### config.mk
export PLATFORM = sky130hd
export DESIGN_NAME = byte_timer
export DESIGN_NICKNAME = d
export VERILOG_FILES = /design/src/rtl/tmr_pkg.sv /design/src/rtl/tmr_ctrl.sv /design/src/rtl/tmr_dp.sv /design/src/rtl/byte_timer.sv
export SDC_FILE = /design/constraint.sdc
export NUM_CORES = 1
export LEC_CHECK = 0
export BUFFER_PORTS_ARGS = -buffer_cell sky130_fd_sc_hd__buf_4
export CORE_MARGIN = 10
export CORE_UTILIZATION = 30
export DETAILED_ROUTE_END_ITERATION = 8
export GPL_TIMING_DRIVEN = 0
export SYNTH_ARGS = -nofsm -noshare
export SYNTH_HDL_FRONTEND = slang
export SYNTH_SLANG_ARGS = --single-unit
export TNS_END_PERCENT = 1
### constraint.sdc
create_clock -name clk -period 2.19 [get_ports clk]
set_input_delay 0.219 -clock clk [delete_from_list [all_inputs] [get_ports clk]]
set_output_delay 0.219 -clock clk [all_outputs]
set_load 0.02 [all_outputs]
### src/rtl/tmr_pkg.sv
package tmr_pkg;
  localparam int BYTE_W  = 8;
  localparam int ADDR_W  = 3;
  localparam int SEL_W   = 3;

  localparam logic [ADDR_W-1:0] ADDR_CNT_HI = 3'd0;
  localparam logic [ADDR_W-1:0] ADDR_CNT_LO = 3'd1;
  localparam logic [ADDR_W-1:0] ADDR_RLD_HI = 3'd2;
  localparam logic [ADDR_W-1:0] ADDR_RLD_LO = 3'd3;
  localparam logic [ADDR_W-1:0] ADDR_CTRL   = 3'd4;

  typedef struct packed {
    logic wrCntHi;
    logic wrCntLo;
    logic wrRldHi;
    logic wrRldLo;
    logic rdCntHi;
    logic tick;
    logic enabled;
  } tmrStrobeT;
endpackage

### src/rtl/tmr_ctrl.sv
module tmr_ctrl
  import tmr_pkg::*;
#(
  parameter int PRE_W = (1 << SEL_W) - 1
) (
  input  logic              clk,
  input  logic              rstN,
  input  logic              busWr,
  input  logic              busRd,
  input  logic [ADDR_W-1:0] busAddr,
  input  logic [BYTE_W-1:0] busWrData,
  input  logic              timerIn,
  output tmrStrobeT         strobe,
  output logic [BYTE_W-1:0] ctrlByte
);
  logic             enBit, edgeMode, started, prevIn, running, tick;
  logic [SEL_W-1:0] preSel;
  logic [PRE_W-1:0] preCnt, preMask;

  always_comb begin
    for (int i = 0; i < PRE_W; i++) preMask[i] = (i < int'(preSel));
  end

  assign running = enBit && (!edgeMode || started);
  assign tick    = running && ((preCnt & preMask) == preMask);

  always_ff @(posedge clk or negedge rstN) begin
    if (!rstN) begin
      enBit    <= 1'b0;
      edgeMode <= 1'b0;
      preSel   <= '0;
    end else if (busWr && busAddr == ADDR_CTRL) begin
      enBit    <= busWrData[0];
      edgeMode <= busWrData[1];
      preSel   <= busWrData[2 +: SEL_W];
    end
  end

  always_ff @(posedge clk or negedge rstN) begin
    if (!rstN) begin
      preCnt  <= '0;
      started <= 1'b0;
      prevIn  <= 1'b0;
    end else begin
      prevIn <= timerIn;
      if (!running || tick) preCnt <= '0;
      else                  preCnt <= preCnt + 1'b1;
      if (!enBit || !edgeMode)       started <= 1'b0;
      else if (timerIn && !prevIn)   started <= 1'b1;
    end
  end

  always_comb begin
    strobe.wrCntHi = busWr && busAddr == ADDR_CNT_HI;
    strobe.wrCntLo = busWr && busAddr == ADDR_CNT_LO;
    strobe.wrRldHi = busWr && busAddr == ADDR_RLD_HI;
    strobe.wrRldLo = busWr && busAddr == ADDR_RLD_LO;
    strobe.rdCntHi = busRd && busAddr == ADDR_CNT_HI;
    strobe.tick    = tick;
    strobe.enabled = enBit;
  end

  assign ctrlByte = BYTE_W'({preSel, edgeMode, enBit});

  // arming happens only after a sampled rising edge on timerIn
  p_start_on_edge_r9: assert property (@(posedge clk) disable iff (!rstN)
    $rose(started) |-> ($past(timerIn) && !$past(prevIn)));

  // once disabled, the prescaler restarts from zero
  p_pre_cleared_r10: assert property (@(posedge clk) disable iff (!rstN)
    (!enBit && !(busWr && busAddr == ADDR_CTRL)) |=> (preCnt == '0 && !tick));
endmodule

### src/rtl/tmr_dp.sv
module tmr_dp
  import tmr_pkg::*;
#(
  parameter int CNT_W = 2 * BYTE_W
) (
  input  logic              clk,
  input  logic              rstN,
  input  tmrStrobeT         strobe,
  input  logic [BYTE_W-1:0] busWrData,
  output logic [CNT_W-1:0]  cntQ,
  output logic [CNT_W-1:0]  rldQ,
  output logic [BYTE_W-1:0] holdQ,
  output logic              timerOut,
  output logic              reloadPulse
);
  logic [CNT_W-1:0] tickVal, baseVal, cntD;
  logic             atReload;

  assign atReload = (cntQ == rldQ);

  always_comb begin
    tickVal = atReload ? CNT_W'(1) : cntQ + 1'b1;
    baseVal = strobe.tick ? tickVal : cntQ;
    cntD    = baseVal;
    if (strobe.wrCntHi) cntD = {busWrData, baseVal[BYTE_W-1:0]};
    if (strobe.wrCntLo) cntD = {cntQ[CNT_W-1:BYTE_W], busWrData};
  end

  always_ff @(posedge clk or negedge rstN) begin
    if (!rstN) begin
      cntQ        <= '0;
      rldQ        <= '1;
      holdQ       <= '0;
      timerOut    <= 1'b0;
      reloadPulse <= 1'b0;
    end else begin
      cntQ        <= cntD;
      reloadPulse <= strobe.tick && atReload;
      if (strobe.tick && atReload) timerOut <= ~timerOut;
      if (strobe.wrRldHi) rldQ[CNT_W-1:BYTE_W] <= busWrData;
      if (strobe.wrRldLo) rldQ[BYTE_W-1:0]     <= busWrData;
      if (strobe.rdCntHi && strobe.enabled) holdQ <= cntQ[BYTE_W-1:0];
    end
  end

  // a reload restarts the count at one
  p_reload_restart_r3: assert property (@(posedge clk) disable iff (!rstN)
    (strobe.tick && atReload && !strobe.wrCntHi && !strobe.wrCntLo) |=> cntQ == CNT_W'(1));

  // every reload pulse comes with an output toggle
  p_out_toggle_r3: assert property (@(posedge clk) disable iff (!rstN)
    reloadPulse |-> (timerOut != $past(timerOut)));

  // an ordinary tick advances by one
  p_increment_r2: assert property (@(posedge clk) disable iff (!rstN)
    (strobe.tick && !atReload && !strobe.wrCntHi && !strobe.wrCntLo)
      |=> cntQ == $past(cntQ) + 1'b1);

  // with no tick and no count write, the count holds
  p_count_stable_r6: assert property (@(posedge clk) disable iff (!rstN)
    (!strobe.tick && !strobe.wrCntHi && !strobe.wrCntLo) |=> $stable(cntQ));

  // the holding register moves only on an enabled high read
  p_hold_stable_r11: assert property (@(posedge clk) disable iff (!rstN)
    !(strobe.rdCntHi && strobe.enabled) |=> $stable(holdQ));
endmodule

### src/rtl/byte_timer.sv
module byte_timer
  import tmr_pkg::*;
(
  input  logic              clk,
  input  logic              rstN,
  input  logic              busWr,
  input  logic              busRd,
  input  logic [ADDR_W-1:0] busAddr,
  input  logic [BYTE_W-1:0] busWrData,
  output logic [BYTE_W-1:0] busRdData,
  input  logic              timerIn,
  output logic              timerOut,
  output logic              reloadPulse
);
  localparam int CNT_W = 2 * BYTE_W;

  tmrStrobeT         strobe;
  logic [BYTE_W-1:0] ctrlByte, holdQ;
  logic [CNT_W-1:0]  cntQ, rldQ;

  tmr_ctrl u_ctrl (
    .clk(clk), .rstN(rstN), .busWr(busWr), .busRd(busRd), .busAddr(busAddr),
    .busWrData(busWrData), .timerIn(timerIn), .strobe(strobe), .ctrlByte(ctrlByte)
  );

  tmr_dp #(.CNT_W(CNT_W)) u_dp (
    .clk(clk), .rstN(rstN), .strobe(strobe), .busWrData(busWrData),
    .cntQ(cntQ), .rldQ(rldQ), .holdQ(holdQ),
    .timerOut(timerOut), .reloadPulse(reloadPulse)
  );

  always_comb begin
    unique case (busAddr)
      ADDR_CNT_HI: busRdData = cntQ[CNT_W-1:BYTE_W];
      ADDR_CNT_LO: busRdData = strobe.enabled ? holdQ : cntQ[BYTE_W-1:0];
      ADDR_RLD_HI: busRdData = rldQ[CNT_W-1:BYTE_W];
      ADDR_RLD_LO: busRdData = rldQ[BYTE_W-1:0];
      ADDR_CTRL:   busRdData = ctrlByte;
      default:     busRdData = '0;
    endcase
  end
endmodule

; ---- Word-level counts from Yosys, hierarchy flattened
; Cells that the tools add are included.
[totals]
regBits = 56
[classes]
add_sub_neg = 2
n_lt_le_gt_ge = 7
n_eq_ne = 6
muxes = 9
n_bitwise = 3
n_reduce_logical = 22
[ops]
columns = op, n
row1 = 16-bit 2-to-1 mux, 3
row2 = 8-bit one-hot mux with 5 select lines, 1
row3 = "16-bit by 1-bit adder with 16-bit output, second input constant", 1
row4 = 16-bit == test, 1
row5 = 8-bit 2-to-1 mux, 2
row6 = 1-bit logical AND, 11
row7 = "3-bit less-than comparator, first input constant", 3
row8 = "7-bit by 1-bit adder with 7-bit output, second input constant", 1
row9 = 7-bit bitwise AND, 1
row10 = 7-bit == test, 1
row11 = 7-bit 2-to-1 mux, 1
row12 = "3-bit by 2-bit == test with 1-bit output, second input constant", 2
row13 = "1-bit by 3-bit less-than comparator with 1-bit output, first input constant", 2
row14 = "2-bit by 3-bit less-than comparator with 1-bit output, first input constant", 2
row15 = 1-bit logical NOT, 4
row16 = 2-bit nonzero test, 2
row17 = "3-bit by 1-bit == test with 1-bit output, second input constant", 1
row18 = "3-bit == test, second input constant", 1
row19 = 3-bit logical NOT, 1
row20 = 1-bit logical OR, 3
row21 = 1-bit 2-to-1 mux, 2
row22 = 1-bit NOT, 2
row23 = 2-bit AND reduction, 1

; ---- Longest topological paths before layout
[logic_depth]
depth_word = 7
ltp_mapped = 8
ltp_nobuf = 7

; ---- By module
; A second synthesis with hierarchy kept.
[unflattened]
cells_unflattened = 352
hier_area_um2 = 3554.7
[by_module_without_submodules]
columns = module, instances, cells_each, area_per_inst_um2, seq_area_each_um2
row1 = tmr_dp, 1, 222, 2353.5, 1071.0
row2 = tmr_ctrl, 1, 74, 780.7, 350.3
row3 = byte_timer, 1, 56, 420.4, 0.0

; ---- Worst setup path before layout
; OpenSTA, ideal clock, no wires.
[synth_timing]
kind = flip-flop to flip-flop
startpoint = register u_ctrl.preSel[2]
endpoint = register u_dp.cntQ[2]
setup_time_ns = 0.082
arrival_ns = 1.942
setup_slack_ns = 0.166
path_stages_with_launch = 8
period_less_slack_ns = 2.024
cell_sequence = dfrtp_1 nor3_1 a31oi_1 a211o_4 or2_1 buf_6 or4b_1 a31oi_1
[synth_via]
elab_chain_len = 7
elab_cells_between_ends = 13
cone_classes = order compare (7) / eq/ne (1) / mux (3) / bitwise (1) / reduce/logical (1)
[synth_lines]
columns = item, line_no
row1 = start: declaration, tmr_ctrl.sv:17  ; logic [SEL_W-1:0] preSel;
row2 = start signal: assignment, tmr_ctrl.sv:35  ; preSel <= busWrData[2 +: SEL_W];
row3 = 1-bit by 3-bit less-than comparator with 1-bit output (tied with other cells), tmr_ctrl.sv:21  ; for (int i = 0; i < PRE_W; i++) preMask[i] = (i < int'(preSel));
row4 = 7-bit bitwise AND, tmr_ctrl.sv:25  ; assign tick = running && ((preCnt & preMask) == preMask);
row5 = 7-bit == test *, tmr_ctrl.sv:25
row6 = 1-bit logical AND *, tmr_ctrl.sv:25
row7 = 16-bit 2-to-1 mux *, tmr_dp.sv:23  ; baseVal = strobe.tick ? tickVal : cntQ;
row8 = 16-bit 2-to-1 mux *, tmr_dp.sv:25  ; if (strobe.wrCntHi) cntD = {busWrData, baseVal[BYTE_W-1:0]};
row9 = 8-bit 2-to-1 mux *, tmr_dp.sv:26  ; if (strobe.wrCntLo) cntD = {cntQ[CNT_W-1:BYTE_W], busWrData};
row10 = end signal: assignment, tmr_dp.sv:37  ; cntQ <= cntD;
row11 = end: declaration, tmr_dp.sv:10  ; output logic [CNT_W-1:0] cntQ,
; Mark *: on every way between the ends. The rest lies on a longest branch, timed or not. The select of a mux whose other input is x is not followed.
; A chain may end at the register's enable or synchronous reset.

; ---- Final worst setup path
; Same ends and word-level chain as after synthesis.

==> impl_metrics.tcl <==
set metrics [dict create \
    diodes 0 \
    ys_seq_area_frac 0.431 \
    synth_edf_count 0 \
    fin_crit_sh 0.988 \
    synth-async-reset-ratio 1.00 \
    grt_pass1_wl_um 14700 \
    nNetsFinal 381 \
    slew_violations 0 \
    wl_per_cell_um 18.6 \
    path_clk_slew_ns 0.10 \
    total_power_mw 3.40 \
    place.port_buffers 24 \
    yosysWarnings 0 \
    fin_tns_setup_ns 0 \
    fin_crit_ns 2.16 \
    place.gp.congestion 0.868 \
    critPathMaxFanout 10 \
    insertion_delay_ns 0.31 \
    dieHeight_um 125 \
    grt_overflow 0 \
    finalSetupViolations 0 \
    via_count 2694 \
    max_stage_delay_ns 0.46 \
    swShare 0.334 \
    root_buffer "clkbuf_8" \
    whs_ns 0.0239 \
    syn_inst 329 \
    seqPwrFrac 0.467 \
    pin_count 26 \
    cp.required_ns 2.43 \
    area_delta_synth_final_pct 17.0 \
    synth_flop_cell "dfrtp_1" \
    maxCapViolCount 0 \
    track_usage 0.115 \
    cpMostUsedCell "a31oi_1" \
    critPathLaunch "u_ctrl.preSel[2]" \
    cts_max_path_buffers 2 \
    hold_path_class "input pin to flip-flop" \
    fillers 1056 \
    fin_area_um2 3860 \
    row_count 38 \
    vias_per_cell 5.35 \
    ys_ff_latch 56 \
    criticalPathCategory "flip-flop to flip-flop" \
    reg2reg_from "u_ctrl.preSel[2]" \
    finalClockSkew_ns 0.00577 \
    startpoint_type "flip-flop" \
    wirelength_um 9380 \
    r2r_slack_ns 0.03 \
    fp.dieW_um 125 \
    p_sw_mw 1.13 \
    drt-initial-drc-count 256 \
    leakage_nw 1.60 \
    status "completed" \
    maxSlewHeadroom 0.344 \
    yosysTopAreaCell "dfrtp_1" \
    crit_path_end_kind "flip-flop" \
    synth_top_area_share 0.303 \
    cts-buffers-inserted 5 \
    die_area_um2 15600 \
    cts_tree "yes" \
    fmaxAchievable_mhz 462 \
    htree_levels 2 \
    route.detailed.drc 0 \
    r2r_cells 7 \
    path_cells "nor3_2 -> a31oi_1 -> a211o_4 -> or2_4 -> buf_6 -> or4b_1 -> a31oi_1" \
    antenna_found_initial 0 \
    powerDensity_nw_per_um2 880 \
    hold_viol 0 \
    netlist_area_um2 3300 \
    dp_hpwl_um 6710 \
    ir_drop_mv 0.287 \
    grt_max_degree 57 \
    start_util 0.306 \
    rsz0062_at_grt "true" \
    intPower_mw 2.26 \
    clkPwrFrac 0.222 \
    synthTopCellsByArea "dfrtp_1 (30%), dfstp_2 (13%), mux2_2 (12%)" \
    worstMarginPinSlew_ns 0.977 \
    firstDrtPassIters 4 \
    syn_nets 347 \
    holdPathStages 1 \
    combPwrFrac 0.312 \
    drive_gt1_frac 0.310 \
    ys_types 51 \
    placed_cell_area_um2 3650 \
    grt_pass1_vias 2697 \
    coreArea_um2 10800 \
    ant_nets 0 \
    avgSynthCellArea_um2 10.0 \
    cp.arrival_ns 2.40 \
    hp-start "timerIn" \
    cts_sinks 56 \
    crit_slowest_cell "or4b_1" \
]
==> per-layer routing <==
layer / GRT usage / share of wire
met4: 0.0298 / 0.0095
met3: 0.0209 / 0.062
met1: 0.150 / 0.44
met5: 0 / 0
met2: 0.190 / 0.48
==> placed cells by master (no fill, tap or decap), types with 7 or more instances in the layout <==
| master | count |
|---|---|
| a31oi_1 | 14 |
| xnor2_1 | 17 |
| nand2_1 | 18 |
| a21oi_1 | 15 |
| o21ai_0 | 9 |
| dfstp_2 | 16 |
| nand3_1 | 8 |
| clkbuf_8 | 7 |
| buf_4 | 32 |
| dfrtp_1 | 34 |
| mux2_2 | 35 |
| clkbuf_1 | 9 |
| nor2_1 | 35 |
| mux2i_1 | 11 |
==> worst paths after layout <==
kind,to
worst max-delay path,u_dp.cntQ[2]
worst min-delay path,u_ctrl.prevIn
worst max register to register,u_dp.cntQ[2]
worst min register to register,u_dp.timerOut
max in group asynchronous,u_dp.cntQ[9]
min in group asynchronous,u_ctrl.edgeMode
==> final cells by class <==
cell class / instances / area, um^2 / share of cell area
clock inverters: 1 / 30.0 / 0.00778
well taps: 140 / 175 / 0.0454
flip-flops and latches: 56 / 1430 / 0.370
repair buffers: 32 / 243 / 0.0629
clock buffers: 7 / 96.3 / 0.0250
plain buffers: 16 / 76.3 / 0.0198
inverters: 5 / 18.8 / 0.00486
multi-input cells: 247 / 1790 / 0.464
==> cell families after synthesis <==
group / after synthesis / share of synthesized area
xor+xnor: 22 / 0.0584
mux: 47 / 0.160
fa+ha+maj: 2 / 0.00759
buf+inv: 26 / 0.0319
compound gates: 66 / 0.132
simple gates: 110 / 0.180
flops: 56 / 0.431
==> synthesized netlist by cell type, drive strengths merged, types with 3 or more instances <==
| cell type | number |
|---|---|
| inv | 5 |
| nand3b | 4 |
| nand4b | 3 |
| nor2 | 35 |
| o22ai | 4 |
| and2 | 4 |
| a22oi | 6 |
| nor3 | 5 |
| nand2 | 18 |
| nor2b | 4 |
| mux2i | 11 |
| a31oi | 14 |
| nand3 | 8 |
| dfstp | 16 |
| a21oi | 15 |
| and3 | 5 |
| nand4 | 6 |
| o21ai | 11 |
| xnor2 | 17 |
| buf | 4 |
| a41o | 3 |
| mux2 | 35 |
| or4 | 4 |
| xor2 | 5 |
| nand2b | 4 |
| dfrtp | 40 |
| clkbuf | 17 |
==> worst max-delay path, delay by kind of cell (launching register included) <==
family,cells,cell delay [ns]
simple gates,3,0.89
compound gates,3,0.61
flops,1,0.43
buf+inv,1,0.14
==> power groups by stage <==
stage	Combinational (mW)	Sequential, mW	Clock, mW
after floorplan	0.783	1.47	0
after global placement	1.01	1.54	0
after detailed placement	1.04	1.56	0
after CTS	1.06	1.54	0.768
after global routing	1.16	1.61	0.808
final	1.06	1.59	0.752
==> metrics by stage <==
step	setup WS (ns)	instances	utilization
floorplan	0.166	329	-
global placement	-0.380	493	0.339
detailed placement	-0.425	493	0.339
CTS	-0.0410	504	0.354
global route	-0.0471	504	0.358
finish	0.0267	504	0.358
==> state kept, by name, indices dropped and copies added (netlist names) <==
register          count
u_dp.rldQ            16
u_ctrl.enBit          1
u_ctrl.preCnt         7
u_dp.holdQ            8
u_dp.reloadPulse      1
u_dp.timerOut         1
u_ctrl.started        1
u_dp.cntQ            16
u_ctrl.preSel         3
u_ctrl.edgeMode       1
u_ctrl.prevIn         1
==> timing repair <==
item	4_1_cts	5_1_grt
buffers inserted	2	5
setup endpoints to repair	23	16
hold endpoints to repair	40	0
gates resized for setup	8	12
hold buffers	1	0
pin swaps	2	3
(Power assumes the default switching activity.)
